`config.mk`:
```
export PLATFORM = sky130hd
export DESIGN_NAME = flp_page_rx
export DESIGN_NICKNAME = d
export VERILOG_FILES = /design/src/rtl/flp_rx_pkg.sv /design/src/rtl/flp_gap_timer.sv /design/src/rtl/flp_burst_decoder.sv /design/src/rtl/flp_page_matcher.sv /design/src/rtl/flp_page_rx.sv
export SDC_FILE = /design/constraint.sdc
export NUM_CORES = 1
export LEC_CHECK = 0
export BUFFER_PORTS_ARGS = -buffer_cell sky130_fd_sc_hd__buf_2
export CAP_MARGIN = 5
export CORE_ASPECT_RATIO = 1.5
export CORE_MARGIN = 4
export CORE_UTILIZATION = 35
export DETAILED_ROUTE_END_ITERATION = 8
export GPL_ROUTABILITY_DRIVEN = 1
export GPL_TIMING_DRIVEN = 0
export SETUP_SLACK_MARGIN = 0.2
export SLEW_MARGIN = 20
export SYNTH_ARGS = -nofsm -noshare
export SYNTH_HDL_FRONTEND = slang
export SYNTH_SLANG_ARGS = --single-unit
```
`constraint.sdc`:
```
create_clock -name clk -period 7.2 [get_ports clk]
set_input_delay 1.44 -clock clk [delete_from_list [all_inputs] [get_ports clk]]
set_output_delay 1.44 -clock clk [all_outputs]
set_load 0.1 [all_outputs]
```
`src/rtl/flp_rx_pkg.sv`:
```
package flp_rx_pkg;

    typedef enum logic [1:0] {
        GAP_BAD   = 2'd0,
        GAP_DATA  = 2'd1,
        GAP_CLOCK = 2'd2
    } gap_cls_e;

    typedef enum logic [1:0] {
        ST_IDLE  = 2'd0,
        ST_RECV  = 2'd1,
        ST_DRAIN = 2'd2
    } dec_state_e;

endpackage

```
`src/rtl/flp_gap_timer.sv`:
```
module flp_gap_timer
    import flp_rx_pkg::*;
#(
    parameter int SLOT_CLKS    = 16,
    parameter int TOL_CLKS     = 3,
    parameter int TIMEOUT_CLKS = 64
) (
    input  logic     clk,
    input  logic     rst_n,
    input  logic     pulse_i,
    output gap_cls_e gap_cls_o,
    output logic     silence_o
);
    localparam int CNT_W = $clog2(TIMEOUT_CLKS + 1);
    localparam logic [CNT_W:0] DATA_LO = (CNT_W+1)'(SLOT_CLKS - TOL_CLKS);
    localparam logic [CNT_W:0] DATA_HI = (CNT_W+1)'(SLOT_CLKS + TOL_CLKS);
    localparam logic [CNT_W:0] CLK_LO  = (CNT_W+1)'(2*SLOT_CLKS - TOL_CLKS);
    localparam logic [CNT_W:0] CLK_HI  = (CNT_W+1)'(2*SLOT_CLKS + TOL_CLKS);
    localparam logic [CNT_W:0] TMO     = (CNT_W+1)'(TIMEOUT_CLKS);
    localparam logic [CNT_W-1:0] SAT   = CNT_W'(TIMEOUT_CLKS);

    typedef struct packed {
        logic [CNT_W-1:0] cnt;
    } tmr_t;

    tmr_t tmr_d, tmr_q;
    logic [CNT_W:0] gap;

    // gap = cycles between the previous sampled pulse and this edge
    always_comb begin
        tmr_d = tmr_q;
        gap   = {1'b0, tmr_q.cnt} + 1'b1;
        if (pulse_i) begin
            tmr_d.cnt = '0;
        end else if (tmr_q.cnt != SAT) begin
            tmr_d.cnt = tmr_q.cnt + 1'b1;
        end

        if (gap >= DATA_LO && gap <= DATA_HI) begin
            gap_cls_o = GAP_DATA;
        end else if (gap >= CLK_LO && gap <= CLK_HI) begin
            gap_cls_o = GAP_CLOCK;
        end else begin
            gap_cls_o = GAP_BAD;
        end
        silence_o = !pulse_i && (gap >= TMO);
    end

    always_ff @(posedge clk or negedge rst_n) begin
        if (!rst_n) begin
            tmr_q.cnt <= SAT;
        end else begin
            tmr_q <= tmr_d;
        end
    end

endmodule

```
`src/rtl/flp_burst_decoder.sv`:
```
module flp_burst_decoder
    import flp_rx_pkg::*;
#(
    parameter int PAGE_W = 16
) (
    input  logic              clk,
    input  logic              rst_n,
    input  logic              pulse_i,
    input  gap_cls_e          gap_cls_i,
    input  logic              silence_i,
    output logic [PAGE_W-1:0] page_o,
    output logic              valid_o,
    output logic              err_o
);
    localparam int CLK_TOTAL = PAGE_W + 1;
    localparam int NCLK_W    = $clog2(CLK_TOTAL + 1);
    localparam logic [NCLK_W-1:0] LAST_CLK = NCLK_W'(CLK_TOTAL);

    typedef struct packed {
        dec_state_e        st;
        logic              data_seen;
        logic [NCLK_W-1:0] nclk;
        logic [PAGE_W-1:0] shreg;
        logic [PAGE_W-1:0] page;
        logic              valid;
        logic              err;
    } dec_t;

    dec_t dec_d, dec_q;
    logic bit_close;

    always_comb begin
        dec_d       = dec_q;
        dec_d.valid = 1'b0;
        dec_d.err   = 1'b0;
        // a clock pulse closes a bit: after a data pulse at data spacing,
        // or straight after a clock pulse at clock spacing
        bit_close = (gap_cls_i == GAP_DATA  &&  dec_q.data_seen) ||
                    (gap_cls_i == GAP_CLOCK && !dec_q.data_seen);
        unique case (dec_q.st)
            ST_IDLE: begin
                if (pulse_i) begin
                    dec_d.st        = ST_RECV;
                    dec_d.nclk      = NCLK_W'(1);
                    dec_d.data_seen = 1'b0;
                    dec_d.shreg     = '0;
                end
            end
            ST_RECV: begin
                if (pulse_i) begin
                    if (dec_q.nclk == LAST_CLK) begin
                        dec_d.err = 1'b1;
                        dec_d.st  = ST_DRAIN;
                    end else if (gap_cls_i == GAP_DATA && !dec_q.data_seen) begin
                        dec_d.data_seen = 1'b1;
                    end else if (bit_close) begin
                        dec_d.shreg     = {dec_q.data_seen, dec_q.shreg[PAGE_W-1:1]};
                        dec_d.nclk      = dec_q.nclk + 1'b1;
                        dec_d.data_seen = 1'b0;
                    end else begin
                        dec_d.err = 1'b1;
                        dec_d.st  = ST_DRAIN;
                    end
                end else if (silence_i) begin
                    dec_d.st = ST_IDLE;
                    if (dec_q.nclk == LAST_CLK) begin
                        dec_d.valid = 1'b1;
                        dec_d.page  = dec_q.shreg;
                    end else begin
                        dec_d.err = 1'b1;
                    end
                end
            end
            ST_DRAIN: begin
                if (silence_i) begin
                    dec_d.st = ST_IDLE;
                end
            end
            default: dec_d.st = ST_IDLE;
        endcase
    end

    always_ff @(posedge clk or negedge rst_n) begin
        if (!rst_n) begin
            dec_q.st        <= ST_IDLE;
            dec_q.data_seen <= 1'b0;
            dec_q.nclk      <= '0;
            dec_q.shreg     <= '0;
            dec_q.page      <= '0;
            dec_q.valid     <= 1'b0;
            dec_q.err       <= 1'b0;
        end else begin
            dec_q <= dec_d;
        end
    end

    assign page_o  = dec_q.page;
    assign valid_o = dec_q.valid;
    assign err_o   = dec_q.err;

endmodule

```
`src/rtl/flp_page_matcher.sv`:
```
module flp_page_matcher #(
    parameter int PAGE_W  = 16,
    parameter int MATCH_N = 3
) (
    input  logic              clk,
    input  logic              rst_n,
    input  logic [PAGE_W-1:0] page_i,
    input  logic              valid_i,
    input  logic              err_i,
    output logic              match_o
);
    localparam int RUN_W = $clog2(MATCH_N + 1);
    localparam logic [RUN_W-1:0] RUN_MAX = RUN_W'(MATCH_N);

    typedef struct packed {
        logic [PAGE_W-1:0] prev;
        logic [RUN_W-1:0]  run;
        logic              match;
    } mat_t;

    mat_t mat_d, mat_q;

    always_comb begin
        mat_d = mat_q;
        if (err_i) begin
            mat_d.run = '0;
        end else if (valid_i) begin
            mat_d.prev = page_i;
            if (mat_q.run != '0 && page_i == mat_q.prev) begin
                if (mat_q.run != RUN_MAX) begin
                    mat_d.run = mat_q.run + 1'b1;
                end
            end else begin
                mat_d.run = RUN_W'(1);
            end
        end
        mat_d.match = (mat_d.run == RUN_MAX);
    end

    always_ff @(posedge clk or negedge rst_n) begin
        if (!rst_n) begin
            mat_q.prev  <= '0;
            mat_q.run   <= '0;
            mat_q.match <= 1'b0;
        end else begin
            mat_q <= mat_d;
        end
    end

    assign match_o = mat_q.match;

endmodule

```
`src/rtl/flp_page_rx.sv`:
```
module flp_page_rx
    import flp_rx_pkg::*;
#(
    parameter int PAGE_W       = 16,
    parameter int SLOT_CLKS    = 16,
    parameter int TOL_CLKS     = 3,
    parameter int TIMEOUT_CLKS = 64,
    parameter int MATCH_N      = 3
) (
    input  logic              clk,
    input  logic              rst_n,
    input  logic              pulse_i,
    output logic [PAGE_W-1:0] page_o,
    output logic              page_valid_o,
    output logic              burst_err_o,
    output logic              match_o
);
    gap_cls_e gap_cls;
    logic     silence;
    logic     dec_valid;
    logic     dec_err;

    flp_gap_timer #(
        .SLOT_CLKS   (SLOT_CLKS),
        .TOL_CLKS    (TOL_CLKS),
        .TIMEOUT_CLKS(TIMEOUT_CLKS)
    ) u_timer (
        .clk      (clk),
        .rst_n    (rst_n),
        .pulse_i  (pulse_i),
        .gap_cls_o(gap_cls),
        .silence_o(silence)
    );

    flp_burst_decoder #(
        .PAGE_W(PAGE_W)
    ) u_dec (
        .clk      (clk),
        .rst_n    (rst_n),
        .pulse_i  (pulse_i),
        .gap_cls_i(gap_cls),
        .silence_i(silence),
        .page_o   (page_o),
        .valid_o  (dec_valid),
        .err_o    (dec_err)
    );

    flp_page_matcher #(
        .PAGE_W (PAGE_W),
        .MATCH_N(MATCH_N)
    ) u_match (
        .clk    (clk),
        .rst_n  (rst_n),
        .page_i (page_o),
        .valid_i(dec_valid),
        .err_i  (dec_err),
        .match_o(match_o)
    );

    assign page_valid_o = dec_valid;
    assign burst_err_o  = dec_err;

endmodule

```
==> results_dict.tcl <==
set metrics [dict create \
    layout_worst_path_cycle_share 0.4253 \
    worst-endpoint-arrival_ns 3.27 \
    postSynthRegisterBits 68 \
    fmax_mhz 326.6 \
    drt_drc_violations_left 0 \
    routedWlPerCell_um 13.88 \
    critical_path.max_stage_delay_ns 0.38 \
    netlist_area_mm2 0.003428 \
    synth.top_cells.by_count "sky130_fd_sc_hd__dfrtp_1, sky130_fd_sc_hd__mux2_2, sky130_fd_sc_hd__nand2_1" \
    numPortBuffers 20 \
    post_cts_resize_count 0 \
    setup_viol_count_final 0 \
    cp_slowest_cell "sky130_fd_sc_hd__clkbuf_1" \
    antenna_found_initial 0 \
    clk_lat_worst_skew_ns 0.33 \
    gp_congestion 0.8108 \
    maximum_number_of_pins_on_one_net_before_global_route_repair 41 \
    placement.setup.worst_slack_ns 3.802 \
    h_tree_level_count 3 \
    die_x_um 88.81 \
    synth.yosys.warnings 0 \
    hold_path_class "reg2reg" \
    reg2reg_from "u_timer.tmr_q[0]$_DFFE_PN0P_" \
    cts_root_buffer "sky130_fd_sc_hd__clkbuf_16" \
    fraction_of_layout_instances_using_a_drive_strength_above_1 0.3003 \
    cts_post_setup_buffers_inserted 0 \
    die_area_mm2 0.01148 \
    syn_inst 306 \
    seq_area_frac_synth 0.4967 \
    initial_utilization 0.3558 \
    grt_util_all_layers 0.1248 \
    vias 2271 \
    crit_path_cell_trace "clkbuf_1 > nand2b_1 > nor2_1 > nand2_2 > nor2_2 > o2bb2ai_2 > buf_6 > mux2_4" \
    cts-root-to-sink-buffers 2 \
    postRouteWirelength_um 6357 \
    placeableCoreArea_mm2 0.009634 \
    detail_route.iter0.violations 83 \
    fp.dieH_um 129.2 \
    gr-total-overflow 0 \
    n_fill_cell 920 \
    timing.critical_path.max_delay_family "simple AND/OR/NAND/NOR gates" \
    clkTransAtPathRegs_ns 0.05 \
    max_slew.worst_pin.slew_ns 0.5767 \
    synthArstFlopShare 1.000 \
    critical_path.endpoint_type "flop" \
    vias_per_cell 4.959 \
    timing.hold.worst.start "u_dec.err_o$_DFF_PN0_" \
    p_leak_nw 1.961 \
    amount_of_wire_on_met2_after_detailed_routing_um 3284 \
    rsz0062_at_grt "false" \
    final_period_demand_of_the_worst_path_ns 3.062 \
    yosysTopAreaCell "sky130_fd_sc_hd__dfrtp_1" \
    ys_top_cells_by_area "sky130_fd_sc_hd__dfrtp_1, sky130_fd_sc_hd__mux2_2, sky130_fd_sc_hd__mux2i_1, sky130_fd_sc_hd__buf_4, sky130_fd_sc_hd__xor2_1" \
    postCtsHoldBufs 0 \
    final-max-slew-violation-count 0 \
    drt_pass1_iterations 4 \
    synthesis.nets 313 \
    met3WireLength_um 217 \
    startpoint_type "input pin" \
    cts_tree "yes" \
    regArea_mm2 0.001703 \
    drt-met1-wl_um 2649 \
    path_max_fanout 10 \
    rows 44 \
    detailedPlacementHpwl_um 4621 \
    fin_skew_ns 0.005625 \
    first_global_vias 2265 \
    path_class "in2reg" \
    fin_area_mm2 0.004014 \
    antenna-diode-count 0 \
    inserted_clock_buffers 9 \
    synth-edff-count 0 \
    synthMostInstantiatedCell "sky130_fd_sc_hd__dfrtp_1" \
    multi_input_area_mm2 0.001458 \
    cts.sink_count 68 \
    critPathRequiredTime_ns 7.41 \
    timing.max_slew.rel_slack 0.6155 \
    max-cap-violations 0 \
    nNetsFinal 345 \
    outcome "finished, final reports clean" \
    setup.worst_path.start "pulse_i" \
    worst_hold_slack_ns 0.4827 \
    avg_synthesized_cell_area_um2 11.20 \
    ios 22 \
    ir_drop_mv 0.1273 \
    area_share_of_the_leading_cell_type_in_the_synthesized_netlist 0.4891 \
    post_synth_num_cell_types 49 \
    postRouteAntennaNets 0 \
    sum_of_negative_setup_slack_ns 0 \
    dpl-instance-area_mm2 0.003695 \
    post_layout_nonfiller_instances 458 \
    grt_pass1_wl_um 10970 \
    final.setup.worst_slack_ns 4.138 \
    synthFlopType "sky130_fd_sc_hd__dfrtp_1" \
    crit_buf_inv 2 \
    power.density_mw_per_mm2 259.5 \
    top_layer_used "met4" \
    place.detailed.instances 442 \
    area_delta_synth_final_pct 17.08 \
    timing.final.hold_violations 0 \
]
per-layer routing:
metal | GRT usage | vias to the layer above
met5 | 0 | -
met4 | 0.07562 | 0
met3 | 0.03053 | 16
met2 | 0.2047 | 40
met1 | 0.1443 | 1119
li1 | - | 1096
final timing paths:
path | cells after the start | slack [ns] | endpoint
min in group asynchronous | 1 | 1.04 | u_match.mat_q[14]$_DFFE_PN0P_
max | 8 | 4.14 | u_dec.dec_q[35]$_DFFE_PN0P_
max reg2reg | 9 | 4.52 | u_dec.dec_q[35]$_DFFE_PN0P_
min reg2reg | 1 | 0.48 | u_match.mat_q[2]$_DFF_PN0_
max in group asynchronous | 2 | 5.55 | u_timer.tmr_q[6]$_DFFE_PN1P_
min | 1 | 0.48 | u_match.mat_q[2]$_DFF_PN0_
worst register-to-register path, stage by stage (launching register included):
cell and delay [ns]:
sky130_fd_sc_hd__dfrtp_1 0.42, sky130_fd_sc_hd__ha_1 0.23, sky130_fd_sc_hd__nand4b_1 0.22, sky130_fd_sc_hd__nor2b_1 0.17, sky130_fd_sc_hd__or4_1 0.50, sky130_fd_sc_hd__o311a_1 0.14
sky130_fd_sc_hd__o21ai_2 0.16, sky130_fd_sc_hd__o2bb2ai_2 0.21, sky130_fd_sc_hd__buf_6 0.22, sky130_fd_sc_hd__mux2_4 0.31
area by class of cell:
cell class | instances | share of cell area
Tap cell | 115 | 0.03585
Multi-Input combinational cell | 190 | 0.3632
Clock buffer | 12 | 0.06141
Timing Repair Buffer | 21 | 0.03055
Clock inverter | 4 | 0.01808
Inverter | 20 | 0.01870
Buffer | 28 | 0.04801
Sequential cell | 68 | 0.4243
cell families after synthesis:
family          share of synthesized area
compound gates                    0.05913
buf+inv                           0.07810
flops                              0.4967
simple gates                       0.1314
xor+xnor                          0.05110
mux                                0.1690
fa+ha+maj                         0.01460
layout by cell type, fill, tap and decap left out, types with 6 or more instances in the layout:
master / synthesis / layout
sky130_fd_sc_hd__a21oi_1: 6 / 6
sky130_fd_sc_hd__buf_2: 1 / 20
sky130_fd_sc_hd__buf_4: 19 / 20
sky130_fd_sc_hd__clkbuf_1: 5 / 7
sky130_fd_sc_hd__clkbuf_16: 0 / 9
sky130_fd_sc_hd__dfrtp_1: 67 / 67
sky130_fd_sc_hd__inv_1: 20 / 20
sky130_fd_sc_hd__mux2_2: 33 / 33
sky130_fd_sc_hd__mux2i_1: 17 / 17
sky130_fd_sc_hd__nand2_1: 30 / 30
sky130_fd_sc_hd__nand2b_1: 6 / 6
sky130_fd_sc_hd__nor2_1: 12 / 12
sky130_fd_sc_hd__nor2b_1: 6 / 6
sky130_fd_sc_hd__o21ai_0: 6 / 6
sky130_fd_sc_hd__xor2_1: 15 / 15
power by group:
group	total (W)	internal, W	switching (W)
combinational	0.000157	0.0000596	0.0000972
sequential	0.000417	0.000398	0.0000192
clock	0.000468	0.000312	0.000156
metrics by stage:
step                        util   power, W
after floorplan                -  0.0005372
after global placement    0.3812  0.0005772
after detailed placement  0.3835  0.0005822
after CTS                 0.4166   0.001058
after global routing      0.4166   0.001088
final                     0.4166   0.001042
registers in the layout, summed over array words and instances, names as in the netlist:
signal           flops
u_match.match_o      1
u_timer.tmr_q        7
u_match.mat_q       18
u_dec.valid_o        1
u_dec.dec_q         24
u_dec.page_o        16
u_dec.err_o          1
Note: power is estimated with default switching activity, not from simulation.
